[src/rtl/hund_pkg.sv]
package hund_pkg;
  typedef struct packed {
    logic [3:0] tens;
    logic [3:0] units;
  } bcd2_t;
endpackage

[src/rtl/frac_div.sv]
module frac_div #(
  parameter int DIV_HI  = 41,
  parameter int DIV_LO  = 40,
  parameter int HI_RUNS = 24
) (
  input  logic clk_i,
  input  logic rst_ni,
  input  logic tick_i,
  input  logic clear_i,
  output logic wrap_o
);
  localparam int FRAME_LEN = HI_RUNS + 1;
  localparam int CW = $clog2(DIV_HI);
  localparam int FW = $clog2(FRAME_LEN);

  logic [CW-1:0] cnt_q;
  logic [FW-1:0] frame_q;
  logic          last_run;
  logic [CW-1:0] term;

  assign last_run = (frame_q == FW'(HI_RUNS));
  assign term     = last_run ? CW'(DIV_LO - 1) : CW'(DIV_HI - 1);
  assign wrap_o   = tick_i && !clear_i && (cnt_q == term);

  always_ff @(posedge clk_i or negedge rst_ni) begin
    if (!rst_ni) begin
      cnt_q   <= '0;
      frame_q <= '0;
    end else if (clear_i) begin
      cnt_q   <= '0;
      frame_q <= '0;
    end else if (tick_i) begin
      if (wrap_o) begin
        cnt_q   <= '0;
        frame_q <= last_run ? '0 : frame_q + 1'b1;
      end else begin
        cnt_q <= cnt_q + 1'b1;
      end
    end
  end
endmodule

[src/rtl/bcd_hund.sv]
module bcd_hund
  import hund_pkg::*;
(
  input  logic  clk_i,
  input  logic  rst_ni,
  input  logic  inc_i,
  input  logic  load_i,
  input  bcd2_t load_val_i,
  output bcd2_t val_o,
  output logic  carry_o
);
  bcd2_t val_q;
  bcd2_t val_nx;
  logic  units_wrap, tens_wrap;

  assign units_wrap = (val_q.units == 4'd9);
  assign tens_wrap  = (val_q.tens == 4'd9);

  always_comb begin
    val_nx.units = units_wrap ? 4'd0 : val_q.units + 4'd1;
    val_nx.tens  = val_q.tens;
    if (units_wrap) val_nx.tens = tens_wrap ? 4'd0 : val_q.tens + 4'd1;
  end

  always_ff @(posedge clk_i or negedge rst_ni) begin
    if (!rst_ni) begin
      val_q   <= '0;
      carry_o <= 1'b0;
    end else if (load_i) begin
      val_q   <= load_val_i;
      carry_o <= 1'b0;
    end else begin
      carry_o <= inc_i && units_wrap && tens_wrap;
      if (inc_i) val_q <= val_nx;
    end
  end

  assign val_o = val_q;
endmodule

[src/rtl/hund_divider.sv]
module hund_divider
  import hund_pkg::*;
#(
  parameter int DIV_HI  = 41,
  parameter int DIV_LO  = 40,
  parameter int HI_RUNS = 24
) (
  input  logic       clk_i,
  input  logic       rst_ni,
  input  logic       tick_i,
  input  logic       wr_en_i,
  input  logic [7:0] wr_data_i,
  output logic       tick100_o,
  output logic [7:0] hund_o,
  output logic       sec_carry_o
);
  logic  wrap;
  bcd2_t hund_val;

  frac_div #(.DIV_HI(DIV_HI), .DIV_LO(DIV_LO), .HI_RUNS(HI_RUNS)) u_div (
    .clk_i  (clk_i),
    .rst_ni (rst_ni),
    .tick_i (tick_i),
    .clear_i(wr_en_i),
    .wrap_o (wrap)
  );

  bcd_hund u_bcd (
    .clk_i     (clk_i),
    .rst_ni    (rst_ni),
    .inc_i     (wrap),
    .load_i    (wr_en_i),
    .load_val_i(bcd2_t'(wr_data_i)),
    .val_o     (hund_val),
    .carry_o   (sec_carry_o)
  );

  always_ff @(posedge clk_i or negedge rst_ni) begin
    if (!rst_ni) tick100_o <= 1'b0;
    else         tick100_o <= wrap;
  end

  assign hund_o = hund_val;
endmodule

[config.mk]
export PLATFORM = sky130hd
export DESIGN_NAME = hund_divider
export DESIGN_NICKNAME = d
export VERILOG_FILES = /design/src/rtl/hund_pkg.sv /design/src/rtl/frac_div.sv /design/src/rtl/bcd_hund.sv /design/src/rtl/hund_divider.sv
export SDC_FILE = /design/constraint.sdc
export NUM_CORES = 1
export LEC_CHECK = 0
export BUFFER_PORTS_ARGS = -buffer_cell sky130_fd_sc_hd__clkbuf_2
export CORE_ASPECT_RATIO = 1.1
export CORE_MARGIN = 5
export CORE_UTILIZATION = 45
export CTS_CLUSTER_DIAMETER = 80
export DETAILED_ROUTE_END_ITERATION = 10
export PLACE_DENSITY = 0.66
export SLEW_MARGIN = 20
export SYNTH_ARGS = -nofsm -noshare
export SYNTH_HDL_FRONTEND = slang
export SYNTH_SLANG_ARGS = --single-unit
[constraint.sdc]
create_clock -name clk_i -period 3.5 [get_ports clk_i]
set_clock_uncertainty 0.2 [all_clocks]
set_input_delay 0.35 -clock clk_i [delete_from_list [all_inputs] [get_ports clk_i]]
set_output_delay 0.35 -clock clk_i [all_outputs]
set_load 0.05 [all_outputs]
Word level (Yosys, flattened, before mapping):

Cells that the tools add are included.

* register bits: 21
* bits in latches: 0
* RAM bits: 0
* bits in read-only memories: 0
* output and inout bits: 10
* word-level logic and storage cells: 38
* memories kept: 0

* add/subtract/negate cells: 4
* $mul: 0
* div/mod/pow operators: 0
* $lt $le $gt $ge: 0
* eq/ne operators: 4
* shift operators: 0
* multiplexer cells: 14
* bitwise operators: 0
* reduce and logical (&&, ||, !) cells: 10

Operators by type and width (count)
* 5-bit two-way mux: 4
* 6-bit two-way mux: 3
* 4-bit two-way mux: 4
* 8-bit two-way mux: 2
* 4-bit by 1-bit adder with 4-bit output (second input constant): 2
* 4-bit == test (second input constant): 2
* 6-bit by 1-bit adder with 6-bit output (second input constant): 1
* 6-bit == test: 1
* 2-bit nonzero test: 3
* 5-bit by 1-bit adder with 5-bit output (second input constant): 1
* 5-bit == test (second input constant): 1
* 1-bit logical AND: 4
* 2-bit AND reduction: 2
* 1-bit zero test: 1
* 1-bit two-way mux: 1

Depth between registers and ports, before layout:

* depth after elaboration: 7
* mapped depth: 8
* depth with buffers taken out: 7

By module:

From an unflattened synthesis, not the netlist that was laid out.

* cell total of the unflattened synthesis: 121
* area, all modules: 1237.4 um2

By module, submodules not included
* frac_div: instances 1, cells an instance 63, area each 660.6 um2, sequential area each 275.3 um2
* bcd_hund: instances 1, cells an instance 57, area each 551.8 um2, sequential area each 225.2 um2
* hund_divider: instances 1, cells an instance 1, area each 25.0 um2, sequential area each 25.0 um2

Worst setup path after synthesis:

No wires, ideal clock.

* path type: reg-to-reg
* start point: reg u_div.frame_q[0]
* end point: reg u_div.frame_q[3]
* data arrival time: 1.884 ns
* data required time: 3.160 ns
* setup slack: 1.277 ns
* cell stages (with the launch flop): 9
* clock period less this slack: 2.223 ns
* path through: dfrtp_1 > inv_1 > ha_1 > and4b_1 > clkbuf_1 > mux2_4 > buf_2 > o311ai_0 > o41ai_1

* cells in the longest elaborated chain, start to end: 6
* elaborated cells between the ends (all ways): 11

RTL lines
* start: declaration: line frac_div.sv:17 `logic [FW-1:0] frame_q;`
* start signal: assignment: line frac_div.sv:35 `frame_q <= last_run ? '0 : frame_q + 1'b1;`
* branches (longest 6 deep; another with 5-bit by 1-bit adder with 5-bit output)

Several ways; the timed one is not identified. The select of a mux whose other input is x is not followed.
A chain may end at the register's enable or synchronous reset.

Worst setup path in the final report:

Ends and elaborated chain as after synthesis.

==> results.json <==
{
  "period_needed_ns": 2.48,
  "synth_compound_area_share_pct": 21.1,
  "cts-htree-levels": 1,
  "ios": 22,
  "syn_area_per_cell_um2": 9.29,
  "cts_tree": "built",
  "drtIter0Drc": 58,
  "p_sw_w": 0.000158,
  "ant_nets": 0,
  "dp_hpwl_mm": 2.07,
  "ys_ff_latch": 21,
  "max_stage_delay_ns": 0.65,
  "endpoint_kind": "register",
  "port_buffers": 21,
  "synth_fp_nets": 150,
  "ys_seq_area_share_pct": 41.9,
  "finalWirelength_mm": 2.93,
  "ys_top_cells_by_area": "dfrtp_1 (42%), ha_1 (3.0%), o211ai_1 (3.0%)",
  "cp-start-kind": "register",
  "cts_max_path_buffers": 2,
  "core_mm2": 0.00273,
  "ys_warn_count": 0,
  "start_util_pct": 46.0,
  "place_congestion": 0.816,
  "slew_violations": 0,
  "pwr-share-seq_pct": 56.2,
  "vias": 1142,
  "crit_required_ns": 3.50,
  "slowest_stage": "mux2i_1",
  "met2_length_mm": 1.43,
  "drc": 0,
  "synth_flop_cell": "dfrtp_1",
  "hold_violations": 0,
  "critical_path.top_delay_family": "multiplexers",
  "dr.max_layer_used": "met4",
  "p_sw_share_pct": 32.8,
  "vias_per_cell": 6.14,
  "synth_largest_area_cell": "dfrtp_1",
  "syn_area_mm2": 0.00125,
  "grt_max_degree": 24,
  "power_density_mw_per_mm2": 342,
  "status": "completed",
  "die_x_um": 60.3,
  "netlist_instances": 135,
  "die-area_mm2": 0.00394,
  "tns_ns": 0,
  "fmax_ghz": 0.403,
  "grt_pass1_wl_mm": 4.85,
  "cts_resized": 0,
  "setup_ws_ns": 1.02,
  "post_cts_buffers": 0,
  "n_antenna_cell": 0,
  "synth_edf_count": 0,
  "period_share_pct": 71.0,
  "tightest_slew_ns": 0.701,
  "netlist.area_leader.share_pct": 41.9,
  "hold_ws_ns": 0.0521,
  "routedWlPerCell_um": 15.8,
  "synth_cell_type_count": 41,
  "die_h_um": 65.4,
  "grt_usage_pct": 16.3,
  "first_pass_iters": 4,
  "wl_met3_um": 148,
  "ir_drop_mv": 0.278,
  "grt_pass1_vias": 1138,
  "antenna_found_initial": 0,
  "min_path_type": "in -> reg",
  "crit_fanout": 8,
  "worstPathArrival_ns": 2.49,
  "num_rows": 20,
  "fin_nets": 169,
  "synth_most_common_cell": "dfrtp_1",
  "slew_headroom_pct": 51.9,
  "synthSimpleGateAreaFrac_pct": 22.9,
  "setup_viol": 0,
  "clockRootBuffer": "clkbuf_4",
  "cts.sinks": 21,
  "combPwrFrac_pct": 18.5,
  "insertion_delay_ns": 0.32,
  "synth_fa_ha_area_share_pct": 2.99,
  "crit_chain": "inv_1 > ha_1 > and4b_1 > mux2i_1 > nand2_2 > o41ai_1",
  "p_leak_nw": 0.617,
  "synth_top_family_by_area": "simple AND/OR/NAND/NOR gates",
  "cts_buffers": 3,
  "overflow": 0,
  "areaGrowthSynthToFinish_pct": 12.5,
  "path_class": "reg -> reg",
  "cp_num_buf_inv": 1,
  "async_flop_share_pct": 100,
  "synth_xor_xnor_area_share_pct": 2.10,
  "synth.top_cells.by_count": "dfrtp_1 (21), inv_1 (9), clkbuf_1 (7), nand2_1 (7)",
  "pre_cts_slack_ns": 1.02,
  "rsz0062_at_grt": "false",
  "cts.reportedPaths.clkPinSlew_ns": 0.13,
  "wl_met1_mm": 1.28,
  "p_int_w": 0.000324,
  "power_frac_clock_pct": 25.3,
  "cap_violations": 0,
  "drive_above_1_share_pct": 19.6,
  "synthMuxAreaShare_pct": 3.59
}
==> logic make-up after synthesis <==
family                   count (synthesis)
AND/OR/NAND/NOR                         49
AO/OA/AOI/OAI                           37
flip-flops                              21
buffers and inverters                   18
multiplexers                             4
XOR/XNOR                                 3
adder cells (fa/ha/maj)                  3
==> final cells by class <==
class                   count  area (um2)
well taps                  33        41.3
clock buffers               3        22.5
clock inverters             1        5.00
flip-flops and latches     21         526
inverters                   9        33.8
fillers                   259        1320
repair buffers             23         123
multi-input cells          96         659
==> through the flow <==
step                      total power [W]  std cells  utilization, %  cell area [um2]
after floorplan                  0.000334        135               -             1250
final                            0.000482        186            51.7             1410
after CTS                        0.000488        186            51.7             1410
after detailed placement         0.000364        181            50.3             1370
after global placement           0.000362        181            50.3             1370
after global routing             0.000505        186            51.7             1410
==> timing repair <==
| item | CTS | global route |
|---|---|---|
| endpoints found under the hold margin | 21 | 0 |
| setup endpoints to repair | 0 | 0 |
| hold buffers | 1 | 0 |
==> power groups by stage <==
stage	Sequential [W]	Combinational, W	Clock (W)
2_1_floorplan	0.000299	0.0000355	0
3_3_place_gp	0.000274	0.0000875	0
3_5_place_dp	0.000275	0.0000892	0
4_1_cts	0.000270	0.0000904	0.000128
5_1_grt	0.000273	0.0000978	0.000135
6_report	0.000271	0.0000892	0.000122
==> layout by cell type (no fill, tap or decap), types with 5 or more instances in the layout <==
master    Yosys  layout
clkbuf_2      0      21
a21oi_1       6       6
o211ai_1      5       5
a31oi_1       5       5
inv_1         9       9
nor2_1        6       6
nand2_1       7       7
nand3_1       6       6
nor3_1        5       5
dfrtp_1      21      21
==> worst paths after layout <==
path / from / endpoint / slack (ns) / depth (start not counted)
max: u_div.frame_q[0] / u_div.frame_q[3] / 1.02 / 6
min: wr_data_i[7] / u_bcd.val_o[7] / 0.05 / 3
max reg2reg: u_div.frame_q[0] / u_div.frame_q[3] / 1.02 / 6
min reg2reg: u_div.frame_q[4] / u_div.frame_q[4] / 0.28 / 1
max in group asynchronous: rst_ni / u_div.frame_q[1] / 2.41 / 2
min in group asynchronous: rst_ni / u_bcd.carry_o / 0.33 / 2
==> metal layers <==
metal,up-vias,GRT usage [%]
met1,551,19.0
met5,-,0
met3,6,2.55
li1,548,-
met4,0,9.97
met2,37,27.2
==> worst reg2reg max path, delay by kind of cell, from the launching register on <==
family	cells	cell delay [ns]
mux	1	0.65
simple gates	2	0.54
flops	1	0.43
compound gates	1	0.35
fa+ha+maj	1	0.14
buf+inv	1	0.07
==> flip-flops by register name, summed over array words and instances, names as in the netlist <==
register       count
u_bcd.val_o        8
u_div.cnt_q        6
u_div.frame_q      5
tick100_o          1
u_bcd.carry_o      1
(Power assumes the default switching activity.)
